File: config.mk
export PLATFORM = sky130hd
export DESIGN_NAME = qenc_position_counter
export DESIGN_NICKNAME = d
export VERILOG_FILES = /design/src/rtl/qenc_pkg.sv /design/src/rtl/qenc_edge_decode.sv /design/src/rtl/qenc_index_detect.sv /design/src/rtl/qenc_pos_counter.sv /design/src/rtl/qenc_position_counter.sv
export SDC_FILE = /design/constraint.sdc
export NUM_CORES = 1
export LEC_CHECK = 0
export ABC_AREA = 1
export BUFFER_PORTS_ARGS = -buffer_cell sky130_fd_sc_hd__buf_4
export CAP_MARGIN = 20
export CORE_MARGIN = 3
export CORE_UTILIZATION = 50
export CTS_BUF_LIST = sky130_fd_sc_hd__clkbuf_4 sky130_fd_sc_hd__clkbuf_8
export CTS_CLUSTER_DIAMETER = 150
export DETAILED_ROUTE_END_ITERATION = 8
export PLACE_DENSITY = 0.8
export SYNTH_ARGS = -nofsm -noshare
export SYNTH_HDL_FRONTEND = slang
export SYNTH_SLANG_ARGS = --single-unit
export TNS_END_PERCENT = 10
File: constraint.sdc
create_clock -name clk -period 4.03 [get_ports clk]
set_input_delay 0.806 -clock clk [delete_from_list [all_inputs] [get_ports clk]]
set_output_delay 0.806 -clock clk [all_outputs]
set_load 0.01 [all_outputs]
File: src/rtl/qenc_pkg.sv
package qenc_pkg;

  localparam int unsigned MODE_W = 3;

  // mode field decode: bit2 = enabled, bit1 = full resolution, bit0 = max-count wrap
  function automatic logic mode_active(input logic [MODE_W-1:0] m);
    return m[2];
  endfunction

  function automatic logic mode_full_res(input logic [MODE_W-1:0] m);
    return m[2] & m[1];
  endfunction

  function automatic logic mode_index_reset(input logic [MODE_W-1:0] m);
    return m[2] & ~m[0];
  endfunction

  function automatic logic mode_max_wrap(input logic [MODE_W-1:0] m);
    return m[2] & m[0];
  endfunction

  // direction of a single-phase step given previous B and present A
  function automatic logic step_is_forward(input logic prev_b, input logic cur_a);
    return cur_a ^ prev_b;
  endfunction

endpackage

File: src/rtl/qenc_edge_decode.sv
module qenc_edge_decode
  import qenc_pkg::*;
(
  input  logic clk,
  input  logic rst_n,
  input  logic pha,
  input  logic phb,
  input  logic active,
  input  logic full_res,
  output logic count_pulse,
  output logic count_up,
  output logic dir_q
);

  logic a_q, b_q;
  logic a_edge, b_edge, single_edge;

  always_ff @(posedge clk or negedge rst_n) begin
    if (!rst_n) begin
      a_q <= 1'b0;
      b_q <= 1'b0;
    end else begin
      a_q <= pha;
      b_q <= phb;
    end
  end

  assign a_edge      = pha ^ a_q;
  assign b_edge      = phb ^ b_q;
  assign single_edge = a_edge ^ b_edge;
  assign count_up    = step_is_forward(b_q, pha);

  always_comb begin
    count_pulse = 1'b0;
    if (active) begin
      if (full_res) count_pulse = single_edge;
      else          count_pulse = a_edge & ~b_edge;
    end
  end

  always_ff @(posedge clk or negedge rst_n) begin
    if (!rst_n)           dir_q <= 1'b0;
    else if (single_edge) dir_q <= count_up;
  end

endmodule

File: src/rtl/qenc_index_detect.sv
module qenc_index_detect (
  input  logic clk,
  input  logic rst_n,
  input  logic pha,
  input  logic phb,
  input  logic idx,
  output logic index_event
);

  logic qual, qual_q;

  assign qual = idx & ~pha & ~phb;

  always_ff @(posedge clk or negedge rst_n) begin
    if (!rst_n) qual_q <= 1'b0;
    else        qual_q <= qual;
  end

  assign index_event = qual & ~qual_q;

endmodule

File: src/rtl/qenc_pos_counter.sv
module qenc_pos_counter #(
  parameter int unsigned CW = 16
) (
  input  logic          clk,
  input  logic          rst_n,
  input  logic          active,
  input  logic          idx_mode,
  input  logic          max_mode,
  input  logic          count_pulse,
  input  logic          count_up,
  input  logic          index_event,
  input  logic          clear_en,
  input  logic [CW-1:0] max_count,
  input  logic          err_clear,
  input  logic          err_mask,
  output logic          index_clear,
  output logic          err_event,
  output logic [CW-1:0] pos_count,
  output logic          err_flag,
  output logic          irq_index,
  output logic          irq_error
);

  localparam int unsigned XW = CW + 1;

  function automatic logic [CW-1:0] step_natural(input logic [CW-1:0] c, input logic up);
    return up ? c + 1'b1 : c - 1'b1;
  endfunction

  function automatic logic [CW-1:0] step_bounded(input logic [CW-1:0] c, input logic up,
                                                 input logic [CW-1:0] mx);
    if (up) return (c == mx) ? '0 : c + 1'b1;
    else    return (c == '0) ? mx : c - 1'b1;
  endfunction

  // limit hit: next value equals max+1 going up, or all-ones going down
  function automatic logic hits_limit(input logic [CW-1:0] c, input logic up,
                                      input logic [CW-1:0] mx);
    logic [XW-1:0] nxt;
    if (up) begin
      nxt = {1'b0, c} + XW'(1);
      return nxt == ({1'b0, mx} + XW'(1));
    end else begin
      return c == '0;
    end
  endfunction

  logic [CW-1:0] cnt_next;

  assign index_clear = active & idx_mode & clear_en & index_event;
  assign err_event   = active & idx_mode & count_pulse & ~index_clear
                     & hits_limit(pos_count, count_up, max_count);

  always_comb begin
    cnt_next = pos_count;
    if (index_clear)
      cnt_next = '0;
    else if (count_pulse) begin
      if (max_mode) cnt_next = step_bounded(pos_count, count_up, max_count);
      else          cnt_next = step_natural(pos_count, count_up);
    end
  end

  always_ff @(posedge clk or negedge rst_n) begin
    if (!rst_n) begin
      pos_count <= '0;
      err_flag  <= 1'b0;
      irq_index <= 1'b0;
      irq_error <= 1'b0;
    end else begin
      pos_count <= cnt_next;
      if (err_event)      err_flag <= 1'b1;
      else if (err_clear) err_flag <= 1'b0;
      irq_index <= active & index_event;
      irq_error <= err_event & ~err_mask;
    end
  end

endmodule

File: src/rtl/qenc_position_counter.sv
module qenc_position_counter
  import qenc_pkg::*;
#(
  parameter int unsigned CW = 16
) (
  input  logic          clk,
  input  logic          rst_n,
  input  logic          pha,
  input  logic          phb,
  input  logic          idx,
  input  logic [2:0]    cfg_mode,
  input  logic          cfg_idx_clear_en,
  input  logic          cfg_err_irq_mask,
  input  logic          cfg_dir_out_en,
  input  logic [CW-1:0] cfg_max_count,
  input  logic          err_clear,
  output logic [CW-1:0] pos_count,
  output logic          dir_status,
  output logic          dir_pin,
  output logic          err_flag,
  output logic          irq_index,
  output logic          irq_error
);

  logic active, full_res, idx_mode, max_mode;
  logic count_pulse, count_up, index_event, index_clear, err_event;

  assign active   = mode_active(cfg_mode);
  assign full_res = mode_full_res(cfg_mode);
  assign idx_mode = mode_index_reset(cfg_mode);
  assign max_mode = mode_max_wrap(cfg_mode);

  qenc_edge_decode u_edge (
    .clk(clk), .rst_n(rst_n), .pha(pha), .phb(phb),
    .active(active), .full_res(full_res),
    .count_pulse(count_pulse), .count_up(count_up), .dir_q(dir_status)
  );

  qenc_index_detect u_index (
    .clk(clk), .rst_n(rst_n), .pha(pha), .phb(phb), .idx(idx),
    .index_event(index_event)
  );

  qenc_pos_counter #(.CW(CW)) u_cnt (
    .clk(clk), .rst_n(rst_n), .active(active), .idx_mode(idx_mode),
    .max_mode(max_mode), .count_pulse(count_pulse), .count_up(count_up),
    .index_event(index_event), .clear_en(cfg_idx_clear_en),
    .max_count(cfg_max_count), .err_clear(err_clear), .err_mask(cfg_err_irq_mask),
    .index_clear(index_clear), .err_event(err_event),
    .pos_count(pos_count), .err_flag(err_flag),
    .irq_index(irq_index), .irq_error(irq_error)
  );

  assign dir_pin = cfg_dir_out_en & dir_status;

endmodule

==> impl_metrics.env, run 1 <==
export IMPL_regToRegEndpoint="u_cnt.pos_count[8]$_DFFE_PN0P_"
export IMPL_synth_top_family_by_area="simple AND/OR/NAND/NOR gates"
export IMPL_ioPinCount=49
export IMPL_antenna_found_initial=0
export IMPL_synth_avg_cell_area_um2=5.54
export IMPL_grt_pass1_vias=3527
export IMPL_dpl_hpwl_um=7850
export IMPL_yosysTopAreaCellShare_pct=25.8
export IMPL_fmax_mhz=330
export IMPL_path_max_fanout=30
export IMPL_p_per_area_mw_per_mm2=503
export IMPL_antenna_cells=0
export IMPL_finalCritPeriodShare_pct=75.2
export IMPL_area_delta_synth_final_pct=12.3
export IMPL_drtIter0Drc=335
export IMPL_cpPeakStageDelay_ns=0.82
export IMPL_post_route_min_period_ns=3.03
export IMPL_drtPass1Iterations=5
export IMPL_synth_simple_area_share_pct=50.9
export IMPL_synth_mux_area_share_pct=0
export IMPL_hold_buffers=0
export IMPL_required_ns=4.20
export IMPL_max_slew_worst_pin_slew_ns=1.10
export IMPL_maxCapViolCount=0
export IMPL_hold_viol_final=0
export IMPL_p_int_uw=804
export IMPL_synth_compound_area_share_pct=8.33
export IMPL_netlist_instances=564
export IMPL_synth_area_mm2=0.00313
export IMPL_fin_nets=630
export IMPL_final_max_slew_viol_count=0
export IMPL_routed_via_density=5.62
export IMPL_cts_reportedPaths_clkPinSlew_ns=0.09
export IMPL_insertion_delay_ns=0.28
export IMPL_finClkSkew_ns=0.00665
export IMPL_leakagePower_nw=1.90
export IMPL_gp_congestion=0.945
export IMPL_io_buffer_count=48
export IMPL_synth_fa_ha_area_share_pct=2.00
export IMPL_start_kind="register"
export IMPL_cpMaxStageDelayCell="nand3_1"
export IMPL_status="finished, final reports clean"
export IMPL_arrival_ns=3.21
export IMPL_clockBufferDepth=2
export IMPL_wl_per_cell_um=14.9
export IMPL_vdd_drop_max_mv=0.395
export IMPL_tritoncts_num_buffers=3
export IMPL_grt_setup_unrepaired="no"
export IMPL_reg2regPathDepth=9
export IMPL_yosys_area_top_type="nand2_1"
export IMPL_min_path_type="primary input to asynchronous set/reset pin"
export IMPL_cts_resized=0
export IMPL_synth_cell_type_count=32
export IMPL_tns_ns=0
export IMPL_reg2reg_slack_ns=1.0
export IMPL_fin_util_pct=58.6
export IMPL_drc_errors=0
export IMPL_setup_violations=0
export IMPL_syn_num_nets=597
export IMPL_post_cts_buffers=0
export IMPL_drive_above_1_share_pct=12.6
export IMPL_dr_total_vias=3769
export IMPL_end_kind="register"
export IMPL_ys_warn_count=0
export IMPL_grt_pass1_wl_um=16500
export IMPL_die_area_mm2=0.00724
export IMPL_slew_headroom_pct=26.5
export IMPL_die_y_um=85.1
export IMPL_p_sw_uw=964
export IMPL_switching_share_pct=54.5
export IMPL_h_tree_depth=1
export IMPL_seq_area_frac_synth_pct=18.4
export IMPL_start_util_pct=52.2
export IMPL_grt_max_degree=31
export IMPL_r2r_start="u_cnt.pos_count[0]$_DFFE_PN0P_"
export IMPL_die_width_um=85.1
export IMPL_grt_util_all_layers_pct=28.0
export IMPL_wl_um=9990
export IMPL_startpoint="u_cnt.pos_count[0]$_DFFE_PN0P_"
export IMPL_fillCellCount=640
export IMPL_ys_ff_latch=23
export IMPL_path_common_cell="nand2_1"
export IMPL_critical_path_cell_chain="inv_1, ha_1, nand2_1, nor3_1, nand3_1, o211ai_1, o21ai_0, nand2_1, nand2_1"
export IMPL_clkPwrFrac_pct=8.8
export IMPL_ant_nets=0
export IMPL_pwr_share_seq_pct=27.6
export IMPL_tritoncts="built"
export IMPL_gr_total_overflow=0
export IMPL_row_count=28
export IMPL_synthXorXnorAreaFrac_pct=8.13
export IMPL_synthTopCellsByArea="nand2_1 (26%), dfrtp_1 (18%), nand3_1 (9.1%)"
export IMPL_criticalPathCategory="register to register"
export IMPL_cts_root_buf="clkbuf_8"
export IMPL_core_mm2=0.00599
export IMPL_cts_sinks=23
export IMPL_pwr_share_comb_pct=63.6
[layout by cell type, fill, tap and decap left out, types with 3 or more instances in the layout]
cell      count
buf_4        50
clkbuf_8      3
dfrtp_1      23
ha_1          5
inv_1        64
nand2_1     215
nand2_2       3
nand3_1      57
nand4_1      13
nor2_1       62
nor2_2       10
nor3_1        5
o211ai_1     14
o21ai_0      16
o21ai_1      11
xnor2_1       8
xor2_1       21
[critical path: cells and delay by family (launching register included)]
kind / cells / cell delay (ns)
fa+ha+maj: 1 / 0.22
compound gates: 2 / 0.68
buf+inv: 1 / 0.21
flops: 1 / 0.49
simple gates: 5 / 1.32
[state kept, by name (all words and copies together), names as in the netlist]
name,count
u_edge.dir_q,1
u_cnt.irq_error,1
u_index.qual_q,1
u_cnt.irq_index,1
u_cnt.pos_count,16
u_edge.a_q,1
u_cnt.err_flag,1
u_edge.b_q,1
[kinds of logic (layout without fill, tap and decap cells)]
kind of cell,count (synthesis),in the layout
buf+inv,89,121
compound gates,44,44
flops,23,23
xor+xnor,29,29
fa+ha+maj,5,5
simple gates,374,374
[cells in the mapped netlist]
cell and number:
clkinv_1 1, clkbuf_1 3, clkbuf_2 1, nor4_2 2
nand3_1 57, nand2_1 215, nor3_2 1, o21ai_1 11
nand2_2 3, a21oi_1 1, buf_6 2, xor2_1 21
nand3_2 1, o21ai_0 16, nand4_1 13, inv_1 64
buf_2 10, inv_2 2, dfrtp_1 23, o22ai_1 1
nand3b_1 2, o311ai_0 1, or2_2 2, buf_1 1
o211ai_1 14, nor4_1 1, ha_1 5, nor2_1 62
nor2_2 10, buf_4 5, xnor2_1 8, nor3_1 5
[layer usage]
layer  track usage [%]  share of wire (%)  routed length, µm
met5                 0                  0                  0
met4              6.47                2.1                207
met3              3.40                7.1                711
met2              50.4                 49               4890
met1              35.5                 42               4180
[worst max path at each step]
stage	end	slack, ns	cells after the start
5_1_grt	u_cnt.pos_count[8]$_DFFE_PN0P_	0.85	9
3_5_place_dp	u_cnt.pos_count[8]$_DFFE_PN0P_	1.15	9
4_1_cts	u_cnt.pos_count[8]$_DFFE_PN0P_	1.10	9
2_1_floorplan	u_cnt.pos_count[11]$_DFFE_PN0P_	1.73	10
3_3_place_gp	u_cnt.pos_count[8]$_DFFE_PN0P_	1.16	9
6_report	u_cnt.pos_count[8]$_DFFE_PN0P_	1.0	9
[power groups by stage]
stage | registers (mW) | logic, mW | clock network, mW
2_1_floorplan | 0.378 | 0.892 | 0
3_3_place_gp | 0.484 | 1.09 | 0
3_5_place_dp | 0.485 | 1.10 | 0
4_1_cts | 0.480 | 1.11 | 0.158
5_1_grt | 0.498 | 1.26 | 0.166
6_report | 0.487 | 1.12 | 0.156
[metrics by stage]
stage	std cells	worst slack (ns)	hold slack (ns)	instance area (µm²)	total power [mW]
2_1_floorplan	564	1.73	0.455	3130	1.27
3_5_place_dp	667	1.15	0.475	3460	1.59
5_1_grt	671	0.855	0.421	3510	1.93
4_1_cts	671	1.10	0.418	3510	1.75
3_3_place_gp	667	1.16	0.471	3460	1.58
6_report	671	0.998	0.407	3510	1.77
[layout make-up]
type | count | area (µm²) | area share, %
clock inverter | 1 | 5.00 | 0.143
clock buffer | 3 | 41.3 | 1.18
tap | 75 | 93.8 | 2.67
timing repair buffer | 50 | 375 | 10.7
inverter | 67 | 251 | 7.16
sequential | 23 | 576 | 16.4
multi-input combinational | 452 | 2170 | 61.8
No activity file was read; power rests on OpenSTA's default activity.
==> run 2: changes to the inputs <==
--- a/config.mk
+++ b/config.mk
@@ -5,7 +5,7 @@
 export SDC_FILE = /design/constraint.sdc
 export NUM_CORES = 1
 export LEC_CHECK = 0
-export ABC_AREA = 1
+export ABC_AREA = 0
 export BUFFER_PORTS_ARGS = -buffer_cell sky130_fd_sc_hd__buf_4
 export CAP_MARGIN = 20
 export CORE_MARGIN = 3
@@ -13,7 +13,7 @@
 export CTS_BUF_LIST = sky130_fd_sc_hd__clkbuf_4 sky130_fd_sc_hd__clkbuf_8
 export CTS_CLUSTER_DIAMETER = 150
 export DETAILED_ROUTE_END_ITERATION = 8
-export PLACE_DENSITY = 0.8
+export PLACE_DENSITY = 0.81
 export SYNTH_ARGS = -nofsm -noshare
 export SYNTH_HDL_FRONTEND = slang
 export SYNTH_SLANG_ARGS = --single-unit
==> constraint.sdc (replaced) <==
create_clock -name clk -period 3.1 [get_ports clk]
set_input_delay 0.62 -clock clk [delete_from_list [all_inputs] [get_ports clk]]
set_output_delay 0.62 -clock clk [all_outputs]
set_load 0.01 [all_outputs]
==> run 2 against run 1 <==
Net effect: combinational power increased by 23%; hold slack got worse by 0.19 ns; critical path depth is the same; synthesized cell count is 41% lower; wire length is 21% lower.
==> impl_metrics.env, run 2 <==
export IMPL_status="finished, final reports clean"
export IMPL_reg2regPathDepth=9
export IMPL_met2_usage_pct=43.8
export IMPL_p_per_area_mw_per_mm2=700
export IMPL_synth_area_mm2=0.00261
export IMPL_wl_per_cell_um=17.9
export IMPL_row_count=25
export IMPL_crit_end="u_cnt.irq_error$_DFF_PN0_"
export IMPL_netlist_instances=333
export IMPL_ant_nets=0
export IMPL_hold_ws_ns=0.220
export IMPL_cts_reportedPaths_clkPinSlew_ns=0.09
export IMPL_start_util_pct=53.5
export IMPL_ys_ff_latch=23
export IMPL_r2r_start="u_cnt.pos_count[0]$_DFFE_PN0P_"
export IMPL_yosys_area_top_type="dfrtp_1"
export IMPL_syn_num_nets=366
export IMPL_fin_util_pct=63.5
export IMPL_core_mm2=0.00488
export IMPL_drtIter0Drc=224
export IMPL_largest_register_ffs=16
export IMPL_tritoncts_num_buffers=3
export IMPL_grt_setup_unrepaired="no"
export IMPL_dr_total_vias=2770
export IMPL_regMostFlops="u_cnt.pos_count"
export IMPL_grt_pass1_vias=2710
export IMPL_clockBufferDepth=2
export IMPL_start_kind="register"
export IMPL_drive_above_1_share_pct=20.7
export IMPL_criticalPathCategory="register to register"
export IMPL_ioPinCount=49
export IMPL_vdd_drop_max_mv=0.383
export IMPL_synth_avg_cell_area_um2=7.85
export IMPL_antenna_found_initial=0
export IMPL_drtPass1Iterations=5
export IMPL_insertion_delay_ns=0.28
export IMPL_async_reset_ff_share_pct=100
export IMPL_ys_warn_count=0
export IMPL_finClkSkew_ns=0.00728
export IMPL_die_y_um=78.3
export IMPL_gp_congestion=1.00
export IMPL_drc_errors=0
export IMPL_synth_edff_count=0
export IMPL_dpl_hpwl_um=6140
export IMPL_yosysTopAreaCellShare_pct=22.0
export IMPL_wl_um=7930
export IMPL_antenna_cells=0
export IMPL_grt_pass1_wl_um=13200
export IMPL_h_tree_depth=1
export IMPL_post_route_min_period_ns=2.68
export IMPL_min_path_type="primary input to asynchronous set/reset pin"
export IMPL_arrival_ns=2.87
export IMPL_finalCritPeriodShare_pct=86.6
export IMPL_setup_violations=0
export IMPL_fmax_mhz=373
export IMPL_cts_root_buf="clkbuf_8"
export IMPL_hold_buffers=0
export IMPL_area_delta_synth_final_pct=18.7
export IMPL_fillCellCount=471
export IMPL_gr_total_overflow=0
export IMPL_dpl_cell_area_mm2=0.00305
export IMPL_yosysMostFrequentCell="xnor2_1"
export IMPL_seq_area_frac_synth_pct=22.0
export IMPL_use_met3_pct=3.78
export IMPL_cts_sinks=23
export IMPL_post_cts_buffers=0
export IMPL_final_max_slew_viol_count=0
export IMPL_grt_util_all_layers_pct=26.7
export IMPL_path_max_fanout=11
export IMPL_tns_ns=0
export IMPL_synthTopCellsByArea="dfrtp_1 (22%), xnor2_1 (14%), xor2_1 (5.7%)"
export IMPL_fin_nets=410
export IMPL_slew_headroom_pct=58.2
export IMPL_reg2reg_slack_ns=0.42
export IMPL_grt_max_degree=24
export IMPL_synthTopCellsByCount="xnor2_1 (41), nand2_1 (24), dfrtp_1 (23)"
export IMPL_layout_commonest_cell="buf_4"
export IMPL_routed_via_density=6.25
export IMPL_startpoint="u_cnt.pos_count[0]$_DFFE_PN0P_"
export IMPL_cts_resized=0
export IMPL_hold_viol_final=0
export IMPL_max_slew_worst_pin_slew_ns=0.624
export IMPL_required_ns=3.28
export IMPL_grt_util_met1_pct=35.0
export IMPL_tritoncts="built"
export IMPL_maxCapViolCount=0
export IMPL_regToRegEndpoint="u_cnt.irq_error$_DFF_PN0_"
export IMPL_most_common_layout_cells="buf_4 (62), xnor2_1 (41), nand2_1 (24), dfrtp_1 (23), nor2_1 (22)"
export IMPL_die_area_mm2=0.00613
export IMPL_synth_cell_type_count=52
export IMPL_synth_flop_cell="dfrtp_1"
export IMPL_leakagePower_nw=1.25
export IMPL_grt_busiest_layer="met2"
export IMPL_postLayoutCellArea_mm2=0.00310
export IMPL_die_width_um=78.3
export IMPL_io_buffer_count=48
export IMPL_end_kind="register"
-- run 2: layout make-up --
class | instances | area [µm²] | area share [%]
inverter | 10 | 37.5 | 1.21
sequential | 23 | 576 | 18.6
multi-input combinational | 277 | 1890 | 60.9
tap | 67 | 83.8 | 2.70
timing repair buffer | 62 | 465 | 15.0
clock buffer | 4 | 48.8 | 1.57
-- run 2: worst min path at each step --
stage / from / endpoint / slack, ns / depth (start not counted)
finish: rst_n / u_cnt.pos_count[5]$_DFFE_PN0P_ / 0.22 / 1
floorplan: rst_n / u_cnt.err_flag$_DFFE_PN0P_ / 0.32 / 0
global placement: u_index.qual_q$_DFF_PN0_ / u_cnt.irq_index$_DFF_PN0_ / 0.52 / 1
detailed placement: u_edge.dir_q$_DFFE_PN0N_ / u_edge.dir_q$_DFFE_PN0N_ / 0.52 / 1
CTS: rst_n / u_cnt.pos_count[5]$_DFFE_PN0P_ / 0.23 / 1
global route: rst_n / u_cnt.pos_count[4]$_DFFE_PN0P_ / 0.23 / 1
-- run 2: logic make-up after synthesis --
| kind of cell | share of synthesized area [%] |
|---|---|
| buffers and inverters | 5.65 |
| AND/OR/NAND/NOR | 31.4 |
| multiplexers | 1.20 |
| flip-flops | 22.0 |
| XOR/XNOR | 21.2 |
| AO/OA/AOI/OAI | 15.8 |
| adder cells (fa/ha/maj) | 2.78 |
-- run 2: worst max-delay path: stages, from the launching register on --
cell and delay [ns]:
dfrtp_1 0.37, buf_4 0.19, inv_1 0.07, ha_1 0.34, xor2_1 0.16, nor4_1 0.53, nand4_1 0.22, nor4_1 0.32
nand4_1 0.16, a211oi_1 0.23
-- run 2: where the power goes --
group	switching (mW)	internal [mW]	total (mW)	leakage, nW
sequential	0.184	0.391	0.575	0.290
combinational	0.732	0.651	1.38	0.931
clock	0.110	0.101	0.211	0.0262
total	1.03	1.14	2.17	1.25
-- run 2: stage by stage --
stage / setup WS (ns) / power (mW) / std cells
floorplan: 0.701 / 1.51 / 333
global placement: 0.375 / 1.91 / 439
detailed placement: 0.275 / 1.93 / 439
CTS: 0.414 / 2.15 / 443
global route: 0.188 / 2.34 / 443
finish: 0.417 / 2.17 / 443
-- run 2: per-layer routing --
metal / routed length [µm] / vias to the layer above
met4: 264 / 0
met1: 3510 / 1333
met2: 3690 / 110
met5: 0 / -
li1: - / 1306
met3: 467 / 21
